**src/rtl/lp_seq_pkg.sv**
```systemverilog
package lp_seq_pkg;
   typedef enum logic [2:0] {
      PH_EXEC  = 3'd0,
      PH_PREP  = 3'd1,
      PH_ENTRY = 3'd2,
      PH_IDLE  = 3'd3,
      PH_EXIT  = 3'd4
   } phase_e;

   typedef enum logic [1:0] {
      MD_STBY = 2'd0,
      MD_RET  = 2'd1,
      MD_SOLO = 2'd2,
      MD_COLL = 2'd3
   } mode_e;

   // timed phases: prep, entry, exit
   localparam int NUM_TIMED = 3;

   function automatic phase_e timed_phase(input int idx);
      case (idx)
         0:       return PH_PREP;
         1:       return PH_ENTRY;
         default: return PH_EXIT;
      endcase
   endfunction
endpackage

```
**src/rtl/lp_phase_timer.sv**
```systemverilog
module lp_phase_timer #(
   parameter int CNT_W = 8
) (
   input  logic             clk,
   input  logic             rst_n,
   input  logic             load,
   input  logic [CNT_W-1:0] load_val,
   input  logic             dec,
   output logic             done
);
   logic [CNT_W-1:0] cnt_q;

   always_ff @(posedge clk or negedge rst_n) begin
      if (!rst_n)
         cnt_q <= '0;
      else if (load)
         cnt_q <= load_val;
      else if (dec && (cnt_q > CNT_W'(1)))
         cnt_q <= cnt_q - CNT_W'(1);
   end

   assign done = (cnt_q <= CNT_W'(1));
endmodule

```
**src/rtl/lp_rm_handshake.sv**
```systemverilog
module lp_rm_handshake (
   input  logic clk,
   input  logic rst_n,
   input  logic in_idle,
   input  logic coll_mode,
   input  logic all_coll,
   input  logic leave_idle,
   output logic req
);
   always_ff @(posedge clk or negedge rst_n) begin
      if (!rst_n)
         req <= 1'b0;
      else if (leave_idle)
         req <= 1'b0;
      else if (in_idle && coll_mode && all_coll)
         req <= 1'b1;
   end
endmodule

```
**src/rtl/lp_out_decode.sv**
```systemverilog
module lp_out_decode
   import lp_seq_pkg::*;
(
   input  phase_e phase,
   input  mode_e  mode,
   input  logic   all_idle,
   output logic   clk_gate,
   output logic   ret_volt,
   output logic   pwr_off,
   output logic   cache_stby,
   output logic   core_rst
);
   logic in_idle, powered_down;

   always_comb begin
      in_idle      = (phase == PH_IDLE);
      powered_down = (mode == MD_SOLO) || (mode == MD_COLL);
      clk_gate     = (phase == PH_ENTRY) || in_idle;
      ret_volt     = in_idle && (mode == MD_RET);
      pwr_off      = in_idle && powered_down;
      cache_stby   = in_idle && (mode == MD_STBY) && all_idle;
      core_rst     = (in_idle || (phase == PH_EXIT)) && powered_down;
   end
endmodule

```
**src/rtl/lp_seq.sv**
```systemverilog
module lp_seq
   import lp_seq_pkg::*;
#(
   parameter int CNT_W   = 8,
   parameter bit PREP_EN = 1'b1
) (
   input  logic             clk,
   input  logic             rst_n,
   input  logic [1:0]       mode_req,
   input  logic             mode_load,
   input  logic             wfi,
   input  logic             wake_irq,
   input  logic [CNT_W-1:0] prep_len,
   input  logic [CNT_W-1:0] entry_len,
   input  logic [CNT_W-1:0] exit_len,
   input  logic             all_idle,
   input  logic             all_collapse,
   input  logic             cache_ready,
   input  logic             rm_ack,
   output logic [2:0]       phase_o,
   output logic [1:0]       mode_o,
   output logic             clk_gate,
   output logic             ret_volt,
   output logic             pwr_off,
   output logic             cache_stby,
   output logic             core_rst,
   output logic             rm_req
);
   if (CNT_W < 2) begin : g_bad_width
      $error("lp_seq: CNT_W must be at least 2");
   end

   phase_e phase_q, phase_d;
   mode_e  mode_q;
   logic   wake_lat;
   logic   exit_hold;
   logic   skip_prep;
   logic   release_ok;
   logic   leave_idle;
   logic [NUM_TIMED-1:0] tmr_done;
   logic [CNT_W-1:0]     tmr_len [NUM_TIMED];

   assign tmr_len[0] = prep_len;
   assign tmr_len[1] = entry_len;
   assign tmr_len[2] = exit_len;

   if (PREP_EN) begin : g_prep
      assign skip_prep = (prep_len == '0);
   end else begin : g_noprep
      assign skip_prep = 1'b1;
   end

   assign exit_hold  = (phase_q == PH_EXIT) && (mode_q == MD_COLL) && rm_ack;
   assign release_ok = (mode_q == MD_RET) || cache_ready;
   assign leave_idle = (phase_q == PH_IDLE) && (phase_d == PH_EXIT);

   always_comb begin
      phase_d = phase_q;
      case (phase_q)
         PH_EXEC:  if (wfi) phase_d = skip_prep ? PH_ENTRY : PH_PREP;
         PH_PREP: begin
            if (wake_irq)         phase_d = PH_EXEC;
            else if (tmr_done[0]) phase_d = PH_ENTRY;
         end
         PH_ENTRY: if (tmr_done[1]) phase_d = PH_IDLE;
         PH_IDLE:  if (wake_irq || wake_lat) phase_d = PH_EXIT;
         PH_EXIT:  if (!exit_hold && tmr_done[2] && release_ok) phase_d = PH_EXEC;
         default:  phase_d = PH_EXEC;
      endcase
   end

   for (genvar i = 0; i < NUM_TIMED; i++) begin : g_tmr
      localparam phase_e TP = timed_phase(i);
      lp_phase_timer #(.CNT_W(CNT_W)) u_tmr (
         .clk      (clk),
         .rst_n    (rst_n),
         .load     ((phase_d == TP) && (phase_q != TP)),
         .load_val (tmr_len[i]),
         .dec      ((phase_q == TP) && !exit_hold),
         .done     (tmr_done[i])
      );
   end

   always_ff @(posedge clk or negedge rst_n) begin
      if (!rst_n) begin
         phase_q  <= PH_EXEC;
         mode_q   <= MD_STBY;
         wake_lat <= 1'b0;
      end else begin
         phase_q <= phase_d;
         if ((phase_q == PH_EXEC) && mode_load)
            mode_q <= mode_e'(mode_req);
         else if ((phase_q == PH_EXIT) && (phase_d == PH_EXEC))
            mode_q <= MD_STBY;
         if (leave_idle)
            wake_lat <= 1'b0;
         else if ((phase_q == PH_ENTRY) && wake_irq)
            wake_lat <= 1'b1;
      end
   end

   lp_rm_handshake u_rm (
      .clk        (clk),
      .rst_n      (rst_n),
      .in_idle    (phase_q == PH_IDLE),
      .coll_mode  (mode_q == MD_COLL),
      .all_coll   (all_collapse),
      .leave_idle (leave_idle),
      .req        (rm_req)
   );

   lp_out_decode u_dec (
      .phase      (phase_q),
      .mode       (mode_q),
      .all_idle   (all_idle),
      .clk_gate   (clk_gate),
      .ret_volt   (ret_volt),
      .pwr_off    (pwr_off),
      .cache_stby (cache_stby),
      .core_rst   (core_rst)
   );

   assign phase_o = phase_q;
   assign mode_o  = mode_q;
endmodule

```
**config.mk**
```make
export PLATFORM = sky130hd
export DESIGN_NAME = lp_seq
export DESIGN_NICKNAME = d
export VERILOG_FILES = /design/src/rtl/lp_seq_pkg.sv /design/src/rtl/lp_phase_timer.sv /design/src/rtl/lp_rm_handshake.sv /design/src/rtl/lp_out_decode.sv /design/src/rtl/lp_seq.sv
export SDC_FILE = /design/constraint.sdc
export NUM_CORES = 1
export LEC_CHECK = 0
export BUFFER_PORTS_ARGS = -buffer_cell sky130_fd_sc_hd__buf_2
export CORE_UTILIZATION = 40
export DETAILED_ROUTE_END_ITERATION = 10
export HOLD_SLACK_MARGIN = 0.03
export PLACE_DENSITY = 0.61
export SLEW_MARGIN = 20
export SYNTH_ARGS = -nofsm -noshare
export SYNTH_HDL_FRONTEND = slang
export SYNTH_SLANG_ARGS = --single-unit
```
**constraint.sdc**
```tcl
create_clock -name clk -period 3.2 [get_ports clk]
set_clock_uncertainty 0.15 [all_clocks]
set_input_delay 0.48 -clock clk [delete_from_list [all_inputs] [get_ports clk]]
set_output_delay 0.48 -clock clk [all_outputs]
set_load 0.02 [all_outputs]
```
==> flow_metrics.env <==
export IMPL_status="finished clean"
export IMPL_seq_area_sq_um=776
export IMPL_hp_class="input pin to asynchronous set/reset pin"
export IMPL_cts_tree="done"
export IMPL_post_cts_buffers=0
export IMPL_clock_sinks=31
export IMPL_yosys_area_top_type="dfrtp_1"
export IMPL_port_buffers=45
export IMPL_p_seq_frac=0.371
export IMPL_rsz0062_at_grt="false"
export IMPL_fp_dieArea_sq_um=5380
export IMPL_overflow=0
export IMPL_syn_area_sq_um=2040
export IMPL_synth_fp_nets=262
export IMPL_cp_start_kind="flip-flop"
export IMPL_cellLeakagePower_uw=0.00108
export IMPL_grt_pass1_wl_microns=8160
export IMPL_worst_pin_slew_ns=0.730
export IMPL_antennaDiodeCount=0
export IMPL_layout_nets=313
export IMPL_p_int_uw=1200
export IMPL_vias=1833
export IMPL_worst_slew_margin_rel=0.514
export IMPL_post_place_ws_ns=0.934
export IMPL_crit_arrival_ns=1.81
export IMPL_seq_area_frac_synth=0.381
export IMPL_fillers=497
export IMPL_routed_wl_microns=4770
export IMPL_crit_path_end_kind="output pin"
export IMPL_ys_types=65
export IMPL_final_cell_mix="45 x buf_2, 31 x dfrtp_1, 27 x nand2_1, 18 x nor2_1, 11 x o21ai_1"
export IMPL_synth_seq_cells=31
export IMPL_die_x_microns=73.3
export IMPL_dr_pass1_iters=4
export IMPL_coreArea_sq_um=4820
export IMPL_cts_root_buf="clkbuf_8"
export IMPL_clk_pin_slew_ns=0.07
export IMPL_postRouteAntennaNets=0
export IMPL_multiInputGateArea_sq_um=1180
export IMPL_synth_edff_count=0
export IMPL_grt_antenna_before_repair=0
export IMPL_htree_levels=2
export IMPL_wire_per_inst_microns=14.1
export IMPL_final_hold_viol_count=0
export IMPL_drc=0
export IMPL_via_per_inst=5.42
export IMPL_cp_max_fo=12
export IMPL_cts_hold_buf=0
export IMPL_setup_ws_ns=0.761
export IMPL_synthCells=221
export IMPL_power_density_nw_per_um2=883
export IMPL_grt_max_degree=32
export IMPL_path_class="flip-flop to output pin"
export IMPL_yosys_area_top_type_share=0.381
export IMPL_die_h_microns=73.3
export IMPL_clk_latency_ns=0.28
export IMPL_hpwl_microns=3600
export IMPL_cts_resized=0
export IMPL_drt_initial_drc_count=170
export IMPL_combPwrFrac=0.496
export IMPL_layout_min_cycle_time_ns=2.44
export IMPL_drive_above_1_share=0.277
export IMPL_io_pins=46
export IMPL_pwr_share_clk=0.133
export IMPL_gp_congestion=0.885
export IMPL_area_delta_synth_final_pct=18.7
export IMPL_final_common_cell="buf_2"
export IMPL_yosys_warnings=0
export IMPL_finalSetupTns_ns=0
export IMPL_r2r_cells=5
export IMPL_max_freq_mhz=410
export IMPL_start_util=0.423
export IMPL_grt_pass1_vias=1731
export IMPL_switching_share=0.439
export IMPL_netSwitchingPower_uw=938
export IMPL_row_count=25
export IMPL_crit_required_ns=2.57
export IMPL_synth_area_leaders="dfrtp_1 38%, nand2_1 5.0%, ha_1 3.7%"
export IMPL_synth_flop_cell="dfrtp_1"
export IMPL_vdd_ir_drop_max_mv=0.292
export IMPL_cts_buffers=5
export IMPL_ys_async_sr_fraction=1.00
export IMPL_setup_viol=0
export IMPL_syn_avg_cell_area_sq_um=9.21
export IMPL_finalMaxSlewViolations=0
export IMPL_cap_violations=0
export IMPL_cts_buffer_depth=2
export IMPL_grt_total_usage=0.199
export IMPL_finalCritPeriodShare=0.762
[kinds of logic (layout without fill, tap and decap cells)]
| kind of cell | after synthesis | count (layout) | share of synthesized area |
|---|---|---|---|
| flip-flops | 31 | 31 | 0.381 |
| buffers and inverters | 17 | 67 | 0.0393 |
| XOR/XNOR | 10 | 10 | 0.0430 |
| adder cells (fa/ha/maj) | 6 | 6 | 0.0369 |
| AND/OR/NAND/NOR | 100 | 100 | 0.284 |
| multiplexers | 4 | 4 | 0.0227 |
| AO/OA/AOI/OAI | 53 | 53 | 0.193 |
[sequential cells by signal, indices dropped and copies added (netlist names)]
| register | count |
|---|---|
| phase_o | 3 |
| g_tmr.u_tmr.cnt_q | 24 |
| mode_o | 2 |
| u_rm.req | 1 |
| wake_lat | 1 |
[power groups by stage]
stage	combinational [uW]	sequential, uW	clock, uW
2_1_floorplan	770	787	0
3_3_place_gp	1060	795	0
3_5_place_dp	1060	793	0
4_1_cts	1060	789	294
5_1_grt	1200	818	309
6_report	1060	792	283
[worst max-delay path, stage by stage (launching register included)]
cell      delay (ns)
dfrtp_1         0.40
buf_4           0.18
nand2b_1        0.20
inv_2           0.13
nand2_1         0.13
nor4b_1         0.28
buf_2           0.21
[Yosys cell counts, types with 3 or more instances]
master    instances
dfrtp_1          31
o21ai_1          11
nand4_1           3
nand3_2           3
a221o_1           4
or2_2             3
xnor2_1           8
or3_1             4
inv_1            10
ha_1              6
o211ai_1          3
nor2b_1           3
a31oi_1           3
nor3_1            5
a21oi_1           7
nor2_1           18
nand2_1          27
o21ai_0           3
nor4_1            8
nand3_1           4
[worst paths after layout]
path                                    startpoint                      end  slack [ns]
max                                     phase_o[2]               cache_stby        0.76
min reg2reg                               u_rm.req                 u_rm.req        0.34
min                                          rst_n  g_tmr[0].u_tmr.cnt_q[1]        0.11
min in group clk                      entry_len[5]  g_tmr[1].u_tmr.cnt_q[5]        0.26
max in group asynchronous                    rst_n  g_tmr[2].u_tmr.cnt_q[5]        2.33
max reg2reg                g_tmr[2].u_tmr.cnt_q[2]  g_tmr[2].u_tmr.cnt_q[1]        0.96
[metrics by stage]
stage / total power (uW) / utilization / cell area [sq um] / hold slack [ns] / std cells
after floorplan: 1560 / - / 2040 / 0.0344 / 221
after global placement: 1850 / 0.486 / 2340 / 0.326 / 332
after detailed placement: 1850 / 0.486 / 2340 / 0.342 / 332
after CTS: 2150 / 0.502 / 2420 / 0.130 / 338
after global routing: 2320 / 0.502 / 2420 / 0.156 / 338
final: 2130 / 0.502 / 2420 / 0.108 / 338
[metal layers]
layer | routed length (microns) | part of all wire | global-route usage
met4 | 67 | 0.014 | 0.0662
met1 | 2290 | 0.48 | 0.283
met5 | 0 | 0 | 0
met2 | 2110 | 0.44 | 0.295
met3 | 305 | 0.064 | 0.0521
[cell type report]
type                            count  area share
Timing Repair Buffer               50       0.109
Inverter                           11      0.0171
Sequential cell                    31       0.321
Tap cell                           67      0.0347
Multi-Input combinational cell    173       0.488
Clock buffer                        6      0.0300
(Power assumes the default switching activity.)
